## src/rtl/ppc_pkg.sv

```systemverilog
package ppc_pkg;
  typedef enum logic {
    PWR_MODE_INDIV = 1'b0,
    PWR_MODE_GANG  = 1'b1
  } pwr_mode_e;

  // Pad high means individual control, pad low means gang control.
  function automatic pwr_mode_e mode_from_pad(input logic pad_level);
    return pad_level ? PWR_MODE_INDIV : PWR_MODE_GANG;
  endfunction
endpackage

```

## src/rtl/ppc_strap_latch.sv

```systemverilog
module ppc_strap_latch
  import ppc_pkg::*;
#(
  parameter int STRAP_CYCLES = 72
) (
  input  logic      clk,
  input  logic      rst_n,
  input  logic      pad_level_i,
  output logic      done_o,
  output pwr_mode_e mode_o
);
  localparam int CW = $clog2(STRAP_CYCLES + 1);
  localparam logic [CW-1:0] LAST = CW'(STRAP_CYCLES - 1);

  logic [CW-1:0] win_cnt_q;

  always_ff @(posedge clk or negedge rst_n) begin
    if (!rst_n) begin
      win_cnt_q <= '0;
      done_o    <= 1'b0;
      mode_o    <= PWR_MODE_INDIV;
    end else if (!done_o) begin
      if (win_cnt_q == LAST) begin
        done_o <= 1'b1;
        mode_o <= mode_from_pad(pad_level_i);
      end else begin
        win_cnt_q <= win_cnt_q + 1'b1;
      end
    end
  end

  // once the window has closed the latched mode never moves
  a_r1_strap_sticky: assert property (@(posedge clk) disable iff (!rst_n)
    done_o |=> (done_o && $stable(mode_o)));
endmodule

```

## src/rtl/ppc_oc_filter.sv

```systemverilog
module ppc_oc_filter #(
  parameter int FILT_CYCLES = 8
) (
  input  logic clk,
  input  logic rst_n,
  input  logic oc_n_async_i,
  output logic active_o,
  output logic rise_o
);
  localparam int FW = $clog2(FILT_CYCLES + 1);
  localparam logic [FW-1:0] LAST = FW'(FILT_CYCLES - 1);

  logic [1:0]    sync_q;
  logic [FW-1:0] low_cnt_q;

  always_ff @(posedge clk or negedge rst_n) begin
    if (!rst_n) begin
      sync_q <= 2'b11;
    end else begin
      sync_q <= {sync_q[0], oc_n_async_i};
    end
  end

  always_ff @(posedge clk or negedge rst_n) begin
    if (!rst_n) begin
      low_cnt_q <= '0;
      active_o  <= 1'b0;
      rise_o    <= 1'b0;
    end else if (sync_q[1]) begin
      low_cnt_q <= '0;
      active_o  <= 1'b0;
      rise_o    <= 1'b0;
    end else if (active_o) begin
      rise_o <= 1'b0;
    end else if (low_cnt_q == LAST) begin
      active_o <= 1'b1;
      rise_o   <= 1'b1;
    end else begin
      low_cnt_q <= low_cnt_q + 1'b1;
      rise_o    <= 1'b0;
    end
  end

  // a synchronised high level always withdraws acceptance next cycle
  a_r7_release_drops: assert property (@(posedge clk) disable iff (!rst_n)
    sync_q[1] |=> !active_o);

  // the event pulse lasts one cycle only
  a_r7_rise_single: assert property (@(posedge clk) disable iff (!rst_n)
    rise_o |=> !rise_o);
endmodule

```

## src/rtl/ppc_power_ctrl.sv

```systemverilog
module ppc_power_ctrl
  import ppc_pkg::*;
#(
  parameter int NUM_PORTS = 2
) (
  input  logic                 clk,
  input  logic                 rst_n,
  input  logic                 enable_i,
  input  pwr_mode_e            mode_i,
  input  logic [NUM_PORTS-1:0] set_i,
  input  logic [NUM_PORTS-1:0] clr_i,
  input  logic [NUM_PORTS-1:0] ack_i,
  input  logic [NUM_PORTS-1:0] oc_active_i,
  input  logic [NUM_PORTS-1:0] oc_rise_i,
  output logic [NUM_PORTS-1:0] pwr_o,
  output logic [NUM_PORTS-1:0] change_o,
  output logic [NUM_PORTS-1:0] status_o
);
  localparam logic [NUM_PORTS-1:0] ALL_ON = {NUM_PORTS{1'b1}};

  logic                 gang;
  logic                 any_set, any_clr, any_oc, any_rise;
  logic [NUM_PORTS-1:0] pwr_d, evt, change_d;

  assign gang     = (mode_i == PWR_MODE_GANG);
  assign any_set  = |set_i;
  assign any_clr  = |clr_i;
  assign any_oc   = |oc_active_i;
  assign any_rise = |oc_rise_i;

  always_comb begin
    pwr_d = pwr_o;
    if (!enable_i) begin
      pwr_d = '0;
    end else if (gang) begin
      if (any_rise || any_clr) pwr_d = '0;
      else if (any_set && !any_oc) pwr_d = ALL_ON;
    end else begin
      for (int i = 0; i < NUM_PORTS; i++) begin
        if (oc_rise_i[i] || clr_i[i]) pwr_d[i] = 1'b0;
        else if (set_i[i] && !oc_active_i[i]) pwr_d[i] = 1'b1;
      end
    end
  end

  always_comb begin
    if (!enable_i) evt = '0;
    else if (gang) evt = {NUM_PORTS{any_rise}};
    else evt = oc_rise_i;
    change_d = (change_o & ~ack_i) | evt;
  end

  assign status_o = gang ? {NUM_PORTS{any_oc}} : oc_active_i;

  always_ff @(posedge clk or negedge rst_n) begin
    if (!rst_n) begin
      pwr_o    <= '0;
      change_o <= '0;
    end else begin
      pwr_o    <= pwr_d;
      change_o <= change_d;
    end
  end

  // in gang mode the ports are never split
  a_r6_gang_together: assert property (@(posedge clk) disable iff (!rst_n)
    (enable_i && gang) |-> (pwr_o == '0 || pwr_o == ALL_ON));

  // a gang overcurrent leaves nothing powered
  a_r9_gang_cut: assert property (@(posedge clk) disable iff (!rst_n)
    (enable_i && gang && any_rise) |=> (pwr_o == '0));

  generate
    for (genvar g = 0; g < NUM_PORTS; g++) begin : g_port_chk
      // an accepted event on this port removes its power next cycle
      a_r8_oc_cuts_port: assert property (@(posedge clk) disable iff (!rst_n)
        (enable_i && oc_rise_i[g]) |=> !pwr_o[g]);
      // power cannot come up while the port's own overcurrent holds
      a_r10_no_power_in_oc: assert property (@(posedge clk) disable iff (!rst_n)
        (oc_active_i[g] && !pwr_o[g]) |=> !pwr_o[g]);
      // the flag only rises from an overcurrent event
      a_r11_change_source: assert property (@(posedge clk) disable iff (!rst_n)
        $rose(change_o[g]) |-> $past(oc_rise_i != '0));
    end
  endgenerate
endmodule

```

## src/rtl/port_power_ctl.sv

```systemverilog
module port_power_ctl
  import ppc_pkg::*;
#(
  parameter int NUM_PORTS    = 2,
  parameter int STRAP_CYCLES = 72,
  parameter int FILT_CYCLES  = 8
) (
  input  logic                 clk,
  input  logic                 rst_n,
  input  logic                 strap_pad_in,
  input  logic [NUM_PORTS-1:0] pwr_set,
  input  logic [NUM_PORTS-1:0] pwr_clr,
  input  logic [NUM_PORTS-1:0] oc_n,
  input  logic [NUM_PORTS-1:0] oc_ack,
  output logic [NUM_PORTS-1:0] pwr_oe,
  output logic [NUM_PORTS-1:0] port_powered,
  output logic [NUM_PORTS-1:0] oc_status,
  output logic [NUM_PORTS-1:0] oc_change,
  output logic                 gang_mode,
  output logic                 strap_done
);
  pwr_mode_e            mode;
  logic [NUM_PORTS-1:0] oc_active, oc_rise, pwr;

  ppc_strap_latch #(.STRAP_CYCLES(STRAP_CYCLES)) u_strap (
    .clk         (clk),
    .rst_n       (rst_n),
    .pad_level_i (strap_pad_in),
    .done_o      (strap_done),
    .mode_o      (mode)
  );

  generate
    for (genvar p = 0; p < NUM_PORTS; p++) begin : g_filt
      ppc_oc_filter #(.FILT_CYCLES(FILT_CYCLES)) u_filt (
        .clk          (clk),
        .rst_n        (rst_n),
        .oc_n_async_i (oc_n[p]),
        .active_o     (oc_active[p]),
        .rise_o       (oc_rise[p])
      );
    end
  endgenerate

  ppc_power_ctrl #(.NUM_PORTS(NUM_PORTS)) u_ctrl (
    .clk         (clk),
    .rst_n       (rst_n),
    .enable_i    (strap_done),
    .mode_i      (mode),
    .set_i       (pwr_set),
    .clr_i       (pwr_clr),
    .ack_i       (oc_ack),
    .oc_active_i (oc_active),
    .oc_rise_i   (oc_rise),
    .pwr_o       (pwr),
    .change_o    (oc_change),
    .status_o    (oc_status)
  );

  assign port_powered = pwr;
  assign pwr_oe       = strap_done ? pwr : '0;
  assign gang_mode    = (mode == PWR_MODE_GANG);

  // the strap pin is never driven inside the window
  a_r2_quiet_before_strap: assert property (@(posedge clk) disable iff (!rst_n)
    !strap_done |-> (pwr_oe == '0));

  // pad enables follow the held power state once driving is allowed
  a_r4_oe_matches: assert property (@(posedge clk) disable iff (!rst_n)
    strap_done |-> (pwr_oe == port_powered));
endmodule

```

## config.mk

```make
export PLATFORM = sky130hd
export DESIGN_NAME = port_power_ctl
export DESIGN_NICKNAME = d
export VERILOG_FILES = /design/src/rtl/ppc_pkg.sv /design/src/rtl/ppc_strap_latch.sv /design/src/rtl/ppc_oc_filter.sv /design/src/rtl/ppc_power_ctrl.sv /design/src/rtl/port_power_ctl.sv
export SDC_FILE = /design/constraint.sdc
export NUM_CORES = 1
export LEC_CHECK = 0
export CORE_AREA = 4 4 54 56
export DETAILED_ROUTE_END_ITERATION = 10
export DIE_AREA = 0 0 58 60
export HOLD_SLACK_MARGIN = 0.06
export PLACE_DENSITY = 0.82
export SYNTH_ARGS = -nofsm -noshare
export SYNTH_HDL_FRONTEND = slang
export SYNTH_SLANG_ARGS = --single-unit
```

## constraint.sdc

```tcl
create_clock -name clk -period 2.5 [get_ports clk]
set_input_delay 0.25 -clock clk [delete_from_list [all_inputs] [get_ports clk]]
set_output_delay 0.25 -clock clk [all_outputs]
set_load 0.02 [all_outputs]
```

# Word level (Yosys, flattened, before mapping)
# Index checks and enable logic that the tools add are counted.
# classes
reduce_logical,19
mux,31
eq_ne,10
addsub,3
bitwise_logic,5
# op_table
op,count
2-to-1 mux 4 bit,6
2-to-1 mux 1 bit,17
2-to-1 mux 2 bit,8
"!= test 4 x 2 -> 1 bit, second input constant",3
AND reduction 2 bit,6
"adder 4 x 1 -> 4 bit, second input constant",2
"== test 4 x 3 -> 1 bit, second input constant",2
OR reduction 2 bit,4
"adder 7 x 1 -> 7 bit, second input constant",1
"== test 7 bit, second input constant",1
"!= test 2 x 1 -> 1 bit, second input constant",2
"!= test 2 bit, second input constant",2
logical AND 1 bit,3
zero test 1 bit,3
logical OR 1 bit,3
AND 2 bit,1
inverter 1 bit,2
inverter 2 bit,1
OR 2 bit,1
# totals
word_cells,82
register_bits,29

# Longest topological paths before layout
# depth
word_depth,7
mapped_depth,5
depth_no_buf,4

# Modules after synthesis
# From an unflattened synthesis, not the netlist that was laid out.
# unflattened
cells_unflattened,115
area_unflattened_um2,1348.8
# modules_own_cells
mod,cells_per_inst,instances,area_each_um2
ppc_oc_filter,27,2,341.6
ppc_strap_latch,33,1,427.9
ppc_power_ctrl,26,1,225.2
port_power_ctl,2,1,12.5

# Least setup slack after synthesis
# No wires, ideal clock.
# synth_path
path_type,register to register
startpoint,reg u_strap.win_cnt_q[0]
endpoint,reg u_strap.win_cnt_q[1]
t_arrival_ns,1.358
required_time_ns,2.375
setup_ns,0.125
setup_slack_ns,1.017
period_less_slack_ns,1.483
stages_incl_launch_ff,6
cell_sequence,dfrtp_1 > ha_1 > and2_1 > buf_2 > a21oi_2 > mux2_4
# synth_via
elab_chain_len,3
word_cells_on_any_way,4
classes_between,add/sub: 1; eq/ne: 1; bitwise: 1; reduce/logical: 1
# synth_lines
element,line_no,source
start: declaration,ppc_strap_latch.sv:15,logic [CW-1:0] win_cnt_q;
start signal: assignment,ppc_strap_latch.sv:27,win_cnt_q <= win_cnt_q + 1'b1;
branches (longest 3 deep; another with adder 7 x 1 -> 7 bit),--,
# Parallel ways; which one is timed is not known.
# A chain may end at the register's enable or synchronous reset.

# Final worst setup path
# layout_path
startpoint,reg u_strap.mode_o
endpoint,out oc_status[0]
# layout_via
elab_chain_len,1
# layout_lines
element,line_no,source
start: declaration,ppc_strap_latch.sv:10,output pwr_mode_e mode_o
start signal: assignment,ppc_strap_latch.sv:25,mode_o <= mode_from_pad(pad_level_i);
2-to-1 mux 2 bit,ppc_power_ctrl.sv:53,assign status_o = gang ? {NUM_PORTS{any_oc}} : oc_active_i;
end: declaration,port_power_ctl.sv:17,"output logic [NUM_PORTS-1:0] oc_status,"
# Every way passes these cells.

==> results.yml <==
status:
  status: "complete, no violations"
clocking:
  clkTransAtPathRegs_ns: 0.09
  clkSinkCount: 29
  post_cts_buffers: 0
  numCtsBuffers: 5
  cts.hold.buffers_added: 0
  cts_tree: "yes"
  cts_resized: 0
  clk_latency_ns: 0.33
  cts_buffer_depth: 2
  htree_levels: 2
  root_buffer: "clkbuf_4"
sta:
  setup_viol: 0
  report.final.slew_viol_count: 0
  fin_crit_sh_pct: 75.5
  max_freq_mhz: 530
  tightest_slew_ns: 0.366
  layout_setup_ws_ns: 0.612
  slew_headroom_pct: 75.5
  setup_tns_ns: 0
  skew_ns: 0.00674
  fin_crit_ns: 1.89
  rsz0062_at_grt: "no"
  hold_viol: 0
layout:
  layout-drive-gt1-share_pct: 12.8
  syn_to_final_growth_pct: 22.3
  fin_cells: 171
  nNetsFinal: 155
  insertedDiodeCount: 0
  fin_util_pct: 65.6
detailed_routing:
  via_count: 924
  routed.top_layer: "met4"
  ant_nets: 0
  drcViolationCount: 0
  wire_per_inst_um: 14.7
  wl_met2_mm: 1.14
  drt_iter0_drc: 19
  dr.pass1.iters: 4
  drt-total-wl_mm: 2.51
  dr_wl_met3_um: 163
  post_drt_via_cell_ratio: 5.40
  drt-met1-wl_mm: 1.13
synthesis:
  netlist.area_leader.share_pct: 47.9
  yosys-top-cells-area: "dfrtp_1 (48%), dfstp_2 (8.1%), a21oi_1 (3.1%)"
  yosys-top-cells-count: "dfrtp_1 (25), nor2_1 (9), a21oi_1 (8), inv_1 (8), nand2_1 (6)"
  mappedNetlistArea_mm2: 0.00131
  synth-seq-area-share_pct: 56.0
  synth_flop_cell: "dfrtp_1"
  syn_area_per_cell_um2: 11.3
  synthSimpleGateAreaFrac_pct: 19.0
  synthCells: 115
  synth_most_common_cell: "dfrtp_1"
  yosysTopAreaCell: "dfrtp_1"
  syn_nets: 129
  synth_edf_count: 0
  synth_compound_area_share_pct: 10.5
  synth_fa_ha_area_share_pct: 2.88
  async_flop_share_pct: 100
  synth_top_family_by_area: "simple AND/OR/NAND/NOR gates"
  synth_mux_area_share_pct: 5.94
  yosys_warnings: 0
  synthXorXnorAreaFrac_pct: 2.68
  synth_cell_types: 35
  synth_seq_cells: 29
global_route:
  grt_max_degree: 30
  grt_pass1_wl_mm: 4.19
  grt_usage_pct: 17.2
  overflow: 0
  grt_pass1_vias: 908
  antenna_found_initial: 0
die:
  fp.dieW_um: 58
  die_h_um: 60
  dieArea_mm2: 0.00348
  num_rows: 18
  initial_utilization_pct: 53.7
  core_mm2: 0.00243
  io_pins: 21
critical_path:
  worst_path_largest_cell_delay_ns: 0.62
  path_delay_family: "buffers and inverters"
  cp-start-kind: "flop"
  crit_type: "reg2out"
  crit_fanout: 9
  crit_arrival_ns: 1.64
  cp_cell_sequence: "a21o_1 -> clkdlybuf4s50_1"
  path_buf_inv: 1
  slowest_stage: "clkdlybuf4s50_1"
  required_ns: 2.25
  end_kind: "primary output"
placement:
  gp_congestion: 0.792
  place_ws_ns: 0.960
  placedCellCount: 164
  port_buffers: 20
  dp_hpwl_mm: 1.81
power_and_ir_drop:
  p_total_uw: 842
  ir_drop_v: 0.000385
  leakagePower_nw: 0.708
  power_density_mw_per_mm2: 528
hold_path:
  hold_path.class: "in2async"
flow_run:
  maxCapViolations: 0
==> cells by family (layout without fill, tap and decap cells) <==
logic type	count (synthesis)	after routing
flip-flops	29	29
adder cells (fa/ha/maj)	3	3
multiplexers	7	7
AND/OR/NAND/NOR	41	41
buffers and inverters	10	36
XOR/XNOR	4	4
AO/OA/AOI/OAI	21	21
==> registers in the layout, indices dropped and copies added (netlist names) <==
register and cells:
g_filt.u_filt.active_o 2, u_strap.mode_o 1, u_strap.done_o 1, g_filt.u_filt.rise_o 2
u_ctrl.change_o 2, u_ctrl.pwr_o 2, g_filt.u_filt.sync_q 4, g_filt.u_filt.low_cnt_q 8
u_strap.win_cnt_q 7
==> placed cells by master, fill, tap and decap left out, drive strengths merged, types with 2 or more instances in the layout <==
| master | instances |
|---|---|
| a31oi | 3 |
| clkbuf | 7 |
| a21oi | 9 |
| o22ai | 2 |
| mux2i | 4 |
| nand3 | 2 |
| nand2 | 6 |
| clkdlybuf4s50 | 20 |
| inv | 8 |
| a21o | 3 |
| xnor2 | 3 |
| nand2b | 5 |
| dfstp | 4 |
| ha | 3 |
| nand4b | 3 |
| dfrtp | 25 |
| nor4b | 2 |
| nor2b | 4 |
| or3 | 2 |
| mux2 | 3 |
| and2 | 3 |
| nor2 | 9 |
| nor3 | 2 |
==> through the flow <==
step / hold WS, ns / area [um^2]
after floorplan: -0.0456 / 1310
after global placement: 0.346 / 1540
after detailed placement: 0.348 / 1540
after CTS: 0.287 / 1600
after global routing: 0.306 / 1600
final: 0.285 / 1600
==> worst reg2reg max path, stage by stage (launching register included) <==
cell and delay, ns:
dfrtp_1 0.43, ha_1 0.23, and2_1 0.22, a21oi_2 0.25
mux2_4 0.32
==> final timing paths <==
| kind | startpoint | endpoint | slack, ns | cells past startpoint |
|---|---|---|---|---|
| worst max-delay path | u_strap.mode_o | oc_status[0] | 0.61 | 2 |
| worst min-delay path | rst_n | u_strap.win_cnt_q[2] | 0.28 | 2 |
| worst max register to register | u_strap.win_cnt_q[0] | u_strap.win_cnt_q[1] | 0.94 | 4 |
| worst min register to register | g_filt[0].u_filt.sync_q[0] | g_filt[0].u_filt.sync_q[1] | 0.36 | 0 |
| max in group asynchronous | rst_n | g_filt[1].u_filt.sync_q[1] | 1.91 | 2 |
| min in group clk | oc_n[0] | g_filt[0].u_filt.sync_q[0] | 0.32 | 1 |
==> where the power goes <==
group / switching, mW / internal [mW]
Clock: 0.150 / 0.132
Sequential: 0.0150 / 0.485
Combinational: 0.0274 / 0.0326
==> per-layer routing <==
layer | vias to the layer above | global-route usage (%)
met3 | 9 | 5.83
met5 | - | 0
li1 | 451 | -
met4 | 0 | 11.9
met1 | 439 | 21.7
met2 | 25 | 25.0
==> cell type report <==
| type | count | area (um^2) |
|---|---|---|
| flip-flops and latches | 29 | 731 |
| multi-input cells | 76 | 536 |
| fillers | 184 | 836 |
| repair buffers | 21 | 208 |
| inverters | 8 | 30.0 |
| clock buffers | 7 | 55.1 |
| well taps | 30 | 37.5 |
(Power assumes the default switching activity.)
